## config.mk

```make
export PLATFORM = sky130hd
export DESIGN_NAME = mpuart_rx
export DESIGN_NICKNAME = d
export VERILOG_FILES = /design/src/rtl/mpuart_pkg.sv /design/src/rtl/mpuart_rx_sampler.sv /design/src/rtl/mpuart_rx_decode.sv /design/src/rtl/mpuart_rx_status.sv /design/src/rtl/mpuart_rx.sv
export SDC_FILE = /design/constraint.sdc
export NUM_CORES = 1
export LEC_CHECK = 0
export ABC_AREA = 1
export BUFFER_PORTS_ARGS = -buffer_cell sky130_fd_sc_hd__buf_2
export CAP_MARGIN = 10
export CORE_ASPECT_RATIO = 0.8
export CORE_MARGIN = 2
export CORE_UTILIZATION = 52
export DETAILED_ROUTE_END_ITERATION = 10
export PLACE_DENSITY_LB_ADDON = 0.12
export SETUP_SLACK_MARGIN = 0.02
export SLEW_MARGIN = 40
export SYNTH_ARGS = -nofsm -noshare
export SYNTH_HDL_FRONTEND = slang
export SYNTH_SLANG_ARGS = --single-unit
```

## constraint.sdc

```tcl
create_clock -name clk -period 1.6 [get_ports clk]
set_clock_uncertainty 0.15 [all_clocks]
set_input_delay 0.08 -clock clk [delete_from_list [all_inputs] [get_ports clk]]
set_output_delay 0.08 -clock clk [all_outputs]
set_load 0.01 [all_outputs]
```

## src/rtl/mpuart_pkg.sv

```systemverilog
package mpuart_pkg;
  typedef enum logic [1:0] {RX_IDLE, RX_START, RX_BITS} rx_state_e;

  localparam int unsigned MAX_FRAME_BITS = 11;

  // number of bits after the start bit for a given format
  function automatic logic [3:0] frame_len(input logic d8, input logic par,
                                           input logic two, input logic mp);
    int n;
    n = d8 ? 8 : 7;
    if (mp || par) n = n + 1;
    n = n + (two ? 2 : 1);
    return 4'(n);
  endfunction

  // position of the first stop bit after the start bit
  function automatic logic [3:0] stop_pos(input logic d8, input logic par,
                                          input logic mp);
    int n;
    n = d8 ? 8 : 7;
    if (mp || par) n = n + 1;
    return 4'(n);
  endfunction

  // 1 when data plus parity bit hold an odd count of ones
  function automatic logic even_fail(input logic [7:0] d, input logic p);
    return ^{d, p};
  endfunction
endpackage

```

## src/rtl/mpuart_rx_sampler.sv

```systemverilog
module mpuart_rx_sampler #(
  parameter int unsigned OSR  = 16,
  parameter int unsigned MAXB = 11
) (
  input  logic            clk,
  input  logic            rst_n,
  input  logic            tick,
  input  logic            rx_in,
  input  logic            enable,
  input  logic [3:0]      nbits,
  output logic [MAXB-1:0] bits,
  output logic            done
);
  import mpuart_pkg::*;
  localparam int unsigned CW = $clog2(OSR);
  localparam logic [CW-1:0] MID  = CW'(OSR / 2 - 1);
  localparam logic [CW-1:0] LAST = CW'(OSR - 1);

  logic            rx_s1, rx_s2;
  rx_state_e       st;
  logic [CW-1:0]   cnt;
  logic [3:0]      idx;
  logic            sample_now;

  assign sample_now = tick && (st == RX_BITS) && (cnt == LAST);

  always_ff @(posedge clk or negedge rst_n) begin
    if (!rst_n) begin
      rx_s1 <= 1'b1;
      rx_s2 <= 1'b1;
    end else begin
      rx_s1 <= rx_in;
      rx_s2 <= rx_s1;
    end
  end

  always_ff @(posedge clk or negedge rst_n) begin
    if (!rst_n) begin
      st   <= RX_IDLE;
      cnt  <= '0;
      idx  <= '0;
      bits <= '0;
      done <= 1'b0;
    end else begin
      done <= 1'b0;
      if (!enable) begin
        st  <= RX_IDLE;
        cnt <= '0;
        idx <= '0;
      end else if (tick) begin
        unique case (st)
          RX_IDLE: begin
            if (!rx_s2) begin
              st  <= RX_START;
              cnt <= '0;
            end
          end
          RX_START: begin
            if (cnt == MID) begin
              cnt <= '0;
              idx <= '0;
              st  <= rx_s2 ? RX_IDLE : RX_BITS;
            end else begin
              cnt <= cnt + 1'b1;
            end
          end
          RX_BITS: begin
            if (sample_now) begin
              bits[idx] <= rx_s2;
              cnt       <= '0;
              if (idx == nbits - 4'd1) begin
                st   <= RX_IDLE;
                done <= 1'b1;
              end
              idx <= idx + 4'd1;
            end else begin
              cnt <= cnt + 1'b1;
            end
          end
          default: st <= RX_IDLE;
        endcase
      end
    end
  end

  // a frame completes in a single-cycle event
  a_r1_done_pulse: assert property (@(posedge clk) disable iff (!rst_n)
    done |=> !done);
  // a disabled receiver completes nothing
  a_r12_abandon: assert property (@(posedge clk) disable iff (!rst_n)
    !enable |=> !done);
  // a frame can only complete from the bit-sampling state
  a_r2_from_bits: assert property (@(posedge clk) disable iff (!rst_n)
    $rose(done) |-> $past(st) == RX_BITS);
endmodule

```

## src/rtl/mpuart_rx_decode.sv

```systemverilog
module mpuart_rx_decode #(
  parameter int unsigned MAXB = 11
) (
  input  logic [MAXB-1:0] bits,
  input  logic            d8,
  input  logic            par_en,
  input  logic            mp,
  output logic [7:0]      data,
  output logic            mpb,
  output logic            fe,
  output logic            pe,
  output logic            brk
);
  import mpuart_pkg::*;
  logic [3:0] spos;
  logic       xbit;
  logic       any_high;

  assign spos = stop_pos(d8, par_en, mp);
  assign data = d8 ? bits[7:0] : {1'b0, bits[6:0]};
  assign xbit = d8 ? bits[8] : bits[7];
  assign mpb  = mp ? xbit : 1'b0;
  assign fe   = !bits[spos];
  assign pe   = par_en && !mp && even_fail(data, xbit);

  always_comb begin
    any_high = 1'b0;
    for (int i = 0; i < int'(MAXB); i++) begin
      if (i <= int'(spos)) any_high = any_high | bits[i];
    end
  end
  assign brk = !any_high;
endmodule

```

## src/rtl/mpuart_rx_status.sv

```systemverilog
module mpuart_rx_status (
  input  logic       clk,
  input  logic       rst_n,
  input  logic       done,
  input  logic [7:0] dec_data,
  input  logic       dec_mpb,
  input  logic       dec_fe,
  input  logic       dec_pe,
  input  logic       dec_brk,
  input  logic       mp_mode,
  input  logic       data_rd,
  input  logic       err_clr,
  input  logic       mpf_we,
  input  logic       mpf_wdata,
  output logic [7:0] rx_data,
  output logic       rx_full,
  output logic       ovrn,
  output logic       fe,
  output logic       pe,
  output logic       brk,
  output logic       mpb_last
);
  logic filt;
  logic accept;
  logic room;

  assign accept = !(filt && mp_mode) || dec_mpb;
  assign room   = !rx_full || data_rd;

  always_ff @(posedge clk or negedge rst_n) begin
    if (!rst_n) begin
      filt     <= 1'b0;
      rx_data  <= '0;
      rx_full  <= 1'b0;
      ovrn     <= 1'b0;
      fe       <= 1'b0;
      pe       <= 1'b0;
      brk      <= 1'b0;
      mpb_last <= 1'b0;
    end else begin
      if (mpf_we) filt <= mpf_wdata;
      if (data_rd) rx_full <= 1'b0;
      if (done && mp_mode) mpb_last <= dec_mpb;
      if (done && accept) begin
        if (room) begin
          rx_data <= dec_data;
          rx_full <= 1'b1;
          fe      <= fe  | dec_fe;
          pe      <= pe  | dec_pe;
          brk     <= brk | dec_brk;
        end else begin
          ovrn <= 1'b1;
        end
      end
      if (err_clr) begin
        ovrn <= 1'b0;
        fe   <= 1'b0;
        pe   <= 1'b0;
        brk  <= 1'b0;
      end
    end
  end

  // clear strobe empties every error flag
  a_r7_clear_all: assert property (@(posedge clk) disable iff (!rst_n)
    err_clr |=> !ovrn && !fe && !pe && !brk);
  // a filtered frame touches nothing
  a_r9_filter_hold: assert property (@(posedge clk) disable iff (!rst_n)
    (done && filt && mp_mode && !dec_mpb && !data_rd && !err_clr) |=>
      $stable(rx_data) && $stable(rx_full) && $stable(fe) && $stable(pe)
      && $stable(brk) && $stable(ovrn));
  // overrun keeps the old byte
  a_r5_keep_old: assert property (@(posedge clk) disable iff (!rst_n)
    (done && accept && rx_full && !data_rd && !err_clr) |=>
      $stable(rx_data) && ovrn);
  // read empties the holding byte unless a frame lands
  a_r6_read_clears: assert property (@(posedge clk) disable iff (!rst_n)
    (data_rd && !done) |=> !rx_full);
endmodule

```

## src/rtl/mpuart_rx.sv

```systemverilog
module mpuart_rx #(
  parameter int unsigned OSR = 16
) (
  input  logic       clk,
  input  logic       rst_n,
  input  logic       os_tick,
  input  logic       rx_line,
  input  logic       rx_en,
  input  logic       fmt_8bit,
  input  logic       fmt_parity,
  input  logic       fmt_2stop,
  input  logic       mp_mode,
  input  logic       mpf_we,
  input  logic       mpf_wdata,
  input  logic       data_rd,
  input  logic       err_clr,
  output logic [7:0] rx_data,
  output logic       rx_full,
  output logic       err_overrun,
  output logic       err_framing,
  output logic       err_parity,
  output logic       err_break,
  output logic       mp_bit_last
);
  import mpuart_pkg::*;
  localparam int unsigned MAXB = MAX_FRAME_BITS;

  logic [MAXB-1:0] frame_bits;
  logic            frame_done;
  logic [3:0]      nbits;
  logic [7:0]      dec_data;
  logic            dec_mpb, dec_fe, dec_pe, dec_brk;

  assign nbits = frame_len(fmt_8bit, fmt_parity, fmt_2stop, mp_mode);

  mpuart_rx_sampler #(.OSR(OSR), .MAXB(MAXB)) u_sampler (
    .clk(clk), .rst_n(rst_n), .tick(os_tick), .rx_in(rx_line),
    .enable(rx_en), .nbits(nbits), .bits(frame_bits), .done(frame_done)
  );

  mpuart_rx_decode #(.MAXB(MAXB)) u_decode (
    .bits(frame_bits), .d8(fmt_8bit), .par_en(fmt_parity), .mp(mp_mode),
    .data(dec_data), .mpb(dec_mpb), .fe(dec_fe), .pe(dec_pe), .brk(dec_brk)
  );

  mpuart_rx_status u_status (
    .clk(clk), .rst_n(rst_n), .done(frame_done), .dec_data(dec_data),
    .dec_mpb(dec_mpb), .dec_fe(dec_fe), .dec_pe(dec_pe), .dec_brk(dec_brk),
    .mp_mode(mp_mode), .data_rd(data_rd), .err_clr(err_clr),
    .mpf_we(mpf_we), .mpf_wdata(mpf_wdata), .rx_data(rx_data),
    .rx_full(rx_full), .ovrn(err_overrun), .fe(err_framing), .pe(err_parity),
    .brk(err_break), .mpb_last(mp_bit_last)
  );

  // a 7-bit byte never shows bit 7
  a_r1_seven_bit: assert property (@(posedge clk) disable iff (!rst_n)
    ($rose(rx_full) && !fmt_8bit) |-> !rx_data[7]);
  // break implies a framing error on the same frame
  a_r4_break_fe: assert property (@(posedge clk) disable iff (!rst_n)
    $rose(err_break) |-> err_framing);
  // mp_bit_last moves only at the end of a frame
  a_r8_mpb_frame: assert property (@(posedge clk) disable iff (!rst_n)
    !frame_done |=> $stable(mp_bit_last));
endmodule

```

==> results of run 1 <==
-- power by group --
| group | internal [mW] | total [mW] | switching (mW) |
|---|---|---|---|
| combinational | 0.444 | 0.924 | 0.480 |
| clock | 0.505 | 0.860 | 0.355 |
| sequential | 1.02 | 1.05 | 0.0332 |
| total | 1.97 | 2.84 | 0.868 |
-- stage by stage --
step                worst slack (ps)  area (sq um)  total power, mW  cells  setup TNS, ps
finish                        -71.94          3199            2.836    425         -638.6
CTS                           -18.98          3103            2.766    423         -113.5
global route                  -134.2          3199            2.976    425          -2242
detailed placement            -149.6          2664            1.637    393          -1704
global placement              -103.4          2664            1.623    393         -704.7
floorplan                      37.82          2326            1.412    293              0
-- kinds of logic after synthesis --
| group | share of synthesized area, % |
|---|---|
| compound gates | 8.983 |
| xor+xnor | 2.286 |
| fa+ha+maj | 7.621 |
| buf+inv | 8.165 |
| flops | 42.57 |
| mux | 0.4899 |
| simple gates | 29.88 |
-- Yosys cell counts --
cell	number
nand2_1	79
nand2_2	4
o22ai_1	1
a22o_1	1
o21ai_1	22
nor2_4	2
buf_6	2
nand4_1	4
dfstp_2	2
o21ai_0	6
a21boi_1	1
a21oi_1	7
inv_1	32
nand3b_1	1
nor2_2	3
nand3_1	30
xor2_1	2
nor3_1	3
nand4_2	1
nor2_1	17
nand3_4	1
or2_1	2
mux2_2	1
xnor2_1	4
buf_4	1
clkbuf_1	1
ha_1	14
inv_2	9
a31o_2	1
dfrtp_1	37
nand3_2	2
-- final timing paths --
check                                           end  cells after the start  slack [ps]            start
worst min-delay path               u_sampler.idx[2]                      3          30            rx_en
worst min register to register      u_sampler.rx_s2                      0         210  u_sampler.rx_s1
worst max-delay path              u_sampler.bits[6]                      8         -70  u_sampler.st[0]
min in group asynchronous       u_status.rx_data[4]                      2          80            rst_n
max in group asynchronous           u_sampler.rx_s2                      3         650            rst_n
worst max register to register    u_sampler.bits[6]                      8         -70  u_sampler.st[0]
-- what timing repair did --
item                                   CTS  global route
pin swaps                               10            14
endpoints found under the hold margin   45             0
cloned                                   1             0
gates resized for setup                 34            17
hold buffers                             7             0
buffers inserted                        14             3
setup endpoints to repair               21            21
-- state kept, by name, indices dropped and copies added, names as in the netlist --
signal             flops
u_sampler.bits        11
u_status.filt          1
u_sampler.st           2
u_status.fe            1
u_status.rx_full       1
u_status.brk           1
u_sampler.rx_s2        1
u_status.ovrn          1
u_sampler.cnt          4
u_status.rx_data       8
u_sampler.done         1
u_sampler.rx_s1        1
u_status.pe            1
u_sampler.idx          4
u_status.mpb_last      1
-- critical path, cell delays in order (launching register included) --
cell and delay, ps:
dfrtp_1 400, inv_2 120, ha_4 190, nand4_4 130, nor2_4 150, buf_6 170, nand3_2 90, nand2_1 80
o21ai_1 70
-- area by class of cell --
| cell class | count | share of cell area [%] |
|---|---|---|
| Timing Repair Buffer | 71 | 16.03 |
| Multi-Input combinational cell | 209 | 42.59 |
| Tap cell | 57 | 2.229 |
| Inverter | 41 | 4.889 |
| Clock inverter | 2 | 1.095 |
| Sequential cell | 39 | 30.58 |
| Clock buffer | 6 | 2.581 |
-- layer usage --
layer | up-vias | routed length (um) | GRT usage, %
met3 | 17 | 274 | 4.585
li1 | 1085 | - | -
met2 | 63 | 2656 | 39.22
met4 | 0 | 142 | 8.333
met5 | - | 0 | 0
met1 | 1019 | 2753 | 34.59
==> impl_metrics.py, run 1 <==
metrics = {
    "outcome": {
        "status": "finished, violations left",
        "violations": "setup timing",
    },
    "logic_synthesis": {
        "synth_area_sq_um": 2298,
        "ys_ff_latch": 39,
        "yosysTopAreaCell": "dfrtp_1",
        "ys_types": 31,
        "ys_warn_count": 0,
        "ys_seq_area_share_pct": 42.57,
        "postSynthAreaPerCell_sq_um": 7.845,
        "syn_nets": 320,
        "synth.area.top_cells": "dfrtp_1 40%, nand2_1 13%, ha_1 7.6%",
        "syn_inst": 293,
        "synth_top_cell_area_share_pct": 40.28,
    },
    "grt": {
        "grt_remaining_overflow": 0,
        "antenna_found_initial": 0,
        "grt_max_degree": 19,
        "grt_pass1_vias": 2085,
        "grt_pass1_wl_um": 9584,
        "grt_usage_pct": 24.85,
    },
    "final_layout": {
        "postLayoutCoreUtil_pct": 76.10,
        "layout.nets": 394,
        "fillers": 303,
        "multi_input_area_sq_um": 1363,
        "area_growth_pct": 39.19,
        "final_cell_mix": "71 x nand2_1, 37 x dfrtp_1, 33 x buf_4, 29 x inv_1, 26 x buf_2",
        "drive_above_1_share_pct": 36.14,
        "diodes": 0,
        "final_common_cell": "nand2_1",
        "regArea_sq_um": 978.4,
    },
    "place": {
        "portBuffers": 26,
        "dpl.hpwl_um": 3869,
        "place.gp.congestion": 0.9556,
    },
    "timing": {
        "relSlewSlack_pct": 57.81,
        "post-route-period-util_pct": 104.5,
        "layout_min_cycle_time_ps": 1672,
        "grt_setup_unrepaired": "true",
        "finalSetupViolations": 18,
        "max_freq_mhz": 598.1,
        "hold_viol": 0,
        "fin_ws_ps": -71.94,
        "hold_ws_ps": 26.77,
        "worst-slew-pin-transition_ps": 630.6,
        "slew_viol_final": 0,
    },
    "routing": {
        "drc": 0,
        "wirelength_um": 5826,
        "drtPass1Iterations": 4,
        "wl_per_cell_um": 13.71,
        "antenna_left": 0,
        "drt_iter0_drc": 181,
        "viasPerCell": 5.139,
        "vias": 2184,
    },
    "clocking": {
        "root_buffer": "clkbuf_8",
        "clock_latency_ps": 300,
        "cts_tree": "yes",
        "clk_pin_slew_ps": 80,
        "htreeDepth": 2,
        "cts_buffer_depth": 2,
        "cts_sinks": 39,
        "numCtsBuffers": 5,
    },
    "worst_setup_path": {
        "crit_fanout": 6,
        "cp_data_required_time_ps": 1620,
        "crit_arrival_ps": 1700,
        "start_kind": "register",
        "path_class": "reg2reg",
        "cp-end-kind": "register",
    },
    "power_and_ir_drop": {
        "p_per_area_nw_per_um2": 886.4,
        "power_leakage_nw": 1.601,
        "ir_worst_vdd_v": 0.0006024,
    },
    "floorplan": {
        "coreArea_sq_um": 4204,
        "die_area_sq_um": 4971,
        "std_cell_rows": 21,
        "io_pins": 27,
        "dieHeight_um": 63.47,
        "start_util_pct": 54.67,
        "die_w_um": 78.33,
    },
    "flow_run": {
        "drv_cap": 0,
    },
    "min_path": {
        "hp-class": "in2reg",
    },
}
Power figures use the tool's default switching activity.
==> run 2: changes to the inputs <==
--- a/config.mk
+++ b/config.mk
@@ -14,6 +14,7 @@
 export DETAILED_ROUTE_END_ITERATION = 10
 export PLACE_DENSITY_LB_ADDON = 0.12
 export SETUP_SLACK_MARGIN = 0.02
+export SKIP_LAST_GASP = 1
 export SLEW_MARGIN = 40
 export SYNTH_ARGS = -nofsm -noshare
 export SYNTH_HDL_FRONTEND = slang
==> run 2 against run 1 <==
The run still ends with setup timing left. Total power about the same. Highest routed layer unchanged. Maximum frequency up 0.24%. Critical path depth unchanged. Non-clock buffer count unchanged. Combinational power about the same. Sequential share of layout area unchanged. Flip-flop and latch count unchanged. Hold slack better by 1.1 ps. Die area unchanged. Clock power about the same. Design area unchanged.
==> impl_metrics.py, run 2 (synthesized netlist as in run 1, its figures left out) <==
metrics = {
    "worst_setup_path": {
        "cp_data_required_time_ps": 1620,
        "path_class": "reg2reg",
        "start_kind": "register",
        "startpoint": "u_sampler.st[0]",
        "crit_arrival_ps": 1690,
        "rr_worst_depth": 8,
        "crit_fanout": 6,
        "cp-end-kind": "register",
        "reg2reg_from": "u_sampler.st[0]",
    },
    "grt": {
        "grt_pass1_wl_um": 9584,
        "grt_remaining_overflow": 0,
        "antenna_found_initial": 0,
        "grt_pass1_vias": 2085,
        "grt_max_degree": 19,
        "grt_usage_pct": 24.85,
    },
    "outcome": {
        "violations": "setup timing",
        "status": "finished, violations left",
    },
    "final_layout": {
        "area_growth_pct": 39.19,
        "top_register": "u_sampler.bits",
        "diodes": 0,
        "final_common_cell": "nand2_1",
        "final_cell_mix": "71 x nand2_1, 37 x dfrtp_1, 33 x buf_4, 29 x inv_1, 26 x buf_2",
        "layout.nets": 394,
        "largest_reg_flops": 11,
        "instances_no_fill": 425,
        "largestRegisters": "u_sampler.bits x11, u_status.rx_data x8",
        "final_area_sq_um": 3199,
        "drive_above_1_share_pct": 36.14,
        "postLayoutCoreUtil_pct": 76.10,
    },
    "timing": {
        "hold_viol": 0,
        "slew_viol_final": 0,
        "grt_setup_unrepaired": "true",
        "post-route-period-util_pct": 104.2,
        "fin_ws_ps": -67.95,
        "worst-slew-pin-transition_ps": 628.8,
        "hold_ws_ps": 27.85,
        "max_freq_mhz": 599.5,
        "fin_tns_setup_ps": -603.9,
        "finalSetupViolations": 18,
        "layout_min_cycle_time_ps": 1668,
        "relSlewSlack_pct": 57.93,
    },
    "place": {
        "portBuffers": 26,
        "place_area_sq_um": 2664,
        "dpl.hpwl_um": 3869,
        "dpl_worst_slack_ps": -149.6,
        "place.gp.congestion": 0.9556,
        "place_inst": 393,
    },
    "clocking": {
        "root_buffer": "clkbuf_8",
        "clk_pin_slew_ps": 80,
        "clock_latency_ps": 300,
        "cts_tree": "yes",
        "cts_buffer_depth": 2,
        "htreeDepth": 2,
        "cts_sinks": 39,
        "numCtsBuffers": 5,
    },
    "power_and_ir_drop": {
        "power.share.clock_pct": 30.3,
        "power.total_mw": 2.838,
        "p_comb_share_pct": 32.6,
        "power_leakage_nw": 1.599,
        "p_seq_share_pct": 37.1,
        "p_sw_mw": 0.8696,
        "netSwitchingFraction_pct": 30.64,
        "internal_power_mw": 1.968,
        "p_per_area_nw_per_um2": 887.1,
        "ir_worst_vdd_v": 0.0006043,
    },
    "routing": {
        "antenna_left": 0,
        "viasPerCell": 5.153,
        "vias": 2190,
        "drtPass1Iterations": 5,
        "drt_iter0_drc": 165,
        "wl_per_cell_um": 13.69,
        "wirelength_um": 5818,
        "drc": 0,
    },
    "min_path": {
        "min-delay-start": "rx_en",
        "hp-class": "in2reg",
        "hold_depth": 3,
    },
    "floorplan": {
        "std_cell_rows": 21,
        "start_util_pct": 54.67,
        "dieHeight_um": 63.47,
        "io_pins": 27,
        "die_area_sq_um": 4971,
        "die_w_um": 78.33,
        "coreArea_sq_um": 4204,
    },
    "flow_run": {
        "drv_cap": 0,
    },
}
## run 2: cell counts in the layout (fill, tap and decap cells not counted)
Identical to the previous run, type by type.
## run 2: timing repair
action	4_1_cts	5_1_grt
gates cloned	1	0
hold buffers	7	0
resized for setup	34	17
endpoints found under the setup margin	21	21
setup buffers	14	3
pin swaps	10	13
hold endpoints to repair	45	0
## run 2: path summary, 6_finish.rpt
path / end / slack (ps)
worst min register to register: u_sampler.rx_s2 / 210
worst min-delay path: u_sampler.idx[2] / 30
min in group asynchronous: u_status.rx_data[4] / 80
max in group asynchronous: u_sampler.rx_s2 / 660
worst max register to register: u_sampler.bits[6] / -70
worst max-delay path: u_sampler.bits[6] / -70
## run 2: layer usage
layer	vias to the layer above	routed length [um]	GRT usage, %
met5	-	0	0
met4	0	154	8.333
met3	17	309	4.585
met2	75	2647	39.22
met1	1011	2706	34.59
li1	1087	-	-
## run 2: power groups by stage
stage	clock, mW	combinational [mW]	sequential (mW)
6_report	0.861	0.925	1.05
2_1_floorplan	0	0.350	1.06
3_3_place_gp	0	0.557	1.07
3_5_place_dp	0	0.570	1.07
5_1_grt	0.928	0.992	1.06
4_1_cts	0.877	0.840	1.05
## run 2: critical path, cell delays in order, from the launching register on
cell	delay, ps
dfrtp_1	400
inv_2	120
ha_4	190
nand4_4	130
nor2_4	150
buf_6	170
nand3_2	90
nand2_1	80
o21ai_1	70
## run 2: cell type report
| type | count | area (sq um) |
|---|---|---|
| clock inverters | 2 | 35.03 |
| flip-flops and latches | 39 | 978.4 |
| fillers | 303 | 1005 |
| clock buffers | 6 | 82.58 |
| inverters | 41 | 156.4 |
| multi-input cells | 209 | 1363 |
| well taps | 57 | 71.32 |
| repair buffers | 71 | 513.0 |
==> run 3: changes to the inputs <==
==> constraint.sdc (replaced) <==
create_clock -name clk -period 1.45 [get_ports clk]
set_clock_uncertainty 0.15 [all_clocks]
set_input_delay 0.0725 -clock clk [delete_from_list [all_inputs] [get_ports clk]]
set_output_delay 0.0725 -clock clk [all_outputs]
set_load 0.01 [all_outputs]
==> run 3 against run 2 <==
The flow still finishes with violations (setup timing). Final cell count is 0.47% higher. First-iteration DRC count fell by 35%. Core utilization decreased by 0.48 points. Combinational power is 2.6% lower. Sequential share of layout area grew 0.31 points. Non-clock buffer count increased by 2. Count of clock-buffer cells in the layout shrank 1. Via count down 2.1%. Register-to-register slack lost 140 ps. Flip-flop and latch count is the same. Critical path depth unchanged. Highest routed layer unchanged.
==> impl_metrics.py, run 3 (synthesized netlist as in run 1, its figures left out) <==
metrics = {
    "final_layout": {
        "final_cell_mix": "64 x nand2_1, 35 x buf_4, 34 x dfrtp_1, 28 x nand3_1, 26 x buf_2",
        "drive_above_1_share_pct": 39.19,
        "postLayoutCoreUtil_pct": 75.63,
        "area_growth_pct": 38.32,
        "final_common_cell": "nand2_1",
        "layout.nets": 396,
        "instances_no_fill": 427,
        "largestRegisters": "u_sampler.bits x11, u_status.rx_data x8",
        "diodes": 0,
        "top_register": "u_sampler.bits",
        "largest_reg_flops": 11,
    },
    "timing": {
        "hold_ws_ps": 31.02,
        "relSlewSlack_pct": 66.96,
        "layout_min_cycle_time_ps": 1663,
        "finalSetupViolations": 21,
        "slew_viol_final": 0,
        "fin_tns_setup_ps": -3402,
        "hold_viol": 0,
        "worst-slew-pin-transition_ps": 495.5,
        "grt_setup_unrepaired": "true",
        "max_freq_mhz": 601.4,
        "fin_ws_ps": -212.7,
        "post-route-period-util_pct": 114.7,
    },
    "power_and_ir_drop": {
        "internal_power_mw": 1.893,
        "netSwitchingFraction_pct": 32.29,
        "p_seq_share_pct": 41.9,
        "power.share.clock_pct": 25.9,
        "p_per_area_nw_per_um2": 879.5,
        "ir_worst_vdd_v": 0.0005317,
        "p_sw_mw": 0.9030,
        "p_comb_share_pct": 32.2,
        "power_leakage_nw": 1.606,
    },
    "routing": {
        "wirelength_um": 5384,
        "drtPass1Iterations": 4,
        "drt_iter0_drc": 107,
        "antenna_left": 0,
        "wl_per_cell_um": 12.61,
        "vias": 2143,
        "dr_wl_met3_um": 268,
        "top_layer_used": "met4",
        "viasPerCell": 5.019,
        "dr_wl_met2_um": 2432,
        "wl_met1_um": 2620,
        "drc": 0,
    },
    "grt": {
        "antenna_found_initial": 0,
        "grt_pass1_wl_um": 8625,
        "grt_remaining_overflow": 0,
        "grt_usage_pct": 22.26,
        "grt_pass1_vias": 1947,
        "grt_max_degree": 40,
    },
    "clocking": {
        "cts_buffer_depth": 2,
        "clock_latency_ps": 280,
        "clk_pin_slew_ps": 80,
        "cts_sinks": 39,
        "root_buffer": "clkbuf_8",
        "cts_tree": "yes",
        "htreeDepth": 2,
        "numCtsBuffers": 5,
    },
    "outcome": {
        "violations": "setup timing",
        "status": "finished, violations left",
    },
    "min_path": {
        "hp-class": "in2reg",
    },
    "floorplan": {
        "io_pins": 27,
        "die_w_um": 78.33,
        "std_cell_rows": 21,
        "start_util_pct": 54.67,
        "coreArea_sq_um": 4204,
        "die_area_sq_um": 4971,
        "dieHeight_um": 63.47,
    },
    "flow_run": {
        "drv_cap": 0,
    },
    "place": {
        "place_inst": 398,
        "portBuffers": 26,
        "dpl.hpwl_um": 3773,
        "place.gp.congestion": 0.8893,
        "dpl_worst_slack_ps": -298.3,
    },
    "worst_setup_path": {
        "crit_fanout": 7,
        "start_kind": "register",
        "path_class": "reg2reg",
        "cp-end-kind": "register",
        "crit_arrival_ps": 1690,
        "cp_data_required_time_ps": 1480,
    },
}
run 3: cell count changes in the layout (fill, tap and decap cells not counted), sizes merged:
| cell | change |
|---|---|
| clkinvlp | +2 |
| dlygate4sd3 | +1 |
| bufinv | -1 |
run 3: final cells by class:
class	count	area [sq um]
flip-flops and latches	39	982.2
multi-input cells	209	1343
well taps	57	71.32
inverters	41	158.9
clock inverters	3	20.02
clock buffers	5	68.82
fillers	304	1025
repair buffers	73	535.5
run 3: worst paths after layout:
path,startpoint,to,slack [ps],depth (start not counted)
worst max-delay path,u_sampler.st[0],u_sampler.idx[1],-210,8
worst min-delay path,rx_en,u_sampler.idx[3],30,3
worst max register to register,u_sampler.st[0],u_sampler.idx[1],-210,8
worst min register to register,u_sampler.rx_s1,u_sampler.rx_s2,210,0
max in group asynchronous,rst_n,u_sampler.st[0],560,3
min in group asynchronous,rst_n,u_status.rx_data[1],210,3
run 3: what timing repair did:
item                                    in CTS  in global routing
resized for setup                           10                 36
setup buffers                                4                  8
endpoints found under the setup margin      31                 33
pin swaps                                    6                 11
hold buffers                                 8                  0
cloned                                       0                  1
hold endpoints to repair                    45                  0
run 3: power groups by stage:
stage	Clock, mW	Sequential, mW	Combinational, mW
5_1_grt	0.777	1.18	0.981
2_1_floorplan	0	1.18	0.454
6_report	0.723	1.17	0.901
3_3_place_gp	0	1.19	0.696
4_1_cts	0.735	1.17	0.818
3_5_place_dp	0	1.19	0.718
run 3: metrics by stage:
stage / instance area (sq um) / power, mW
after floorplan: 2396 / 1.637
after global placement: 2755 / 1.885
after detailed placement: 2755 / 1.907
after CTS: 2999 / 2.722
after global routing: 3179 / 2.935
final: 3179 / 2.796
run 3: critical path, stage by stage (launching register included):
cell     delay, ps
dfrtp_2        450
inv_2          100
ha_4           190
nand4_4        120
nand2_2        110
nand2_4         60
nor2_4         180
buf_4          150
o21ai_1         50
run 3: per-layer routing:
metal	vias up	global-route usage, %
li1	1098	-
met1	980	32.34
met2	59	35.24
met3	6	3.438
met4	0	5.263
met5	-	0
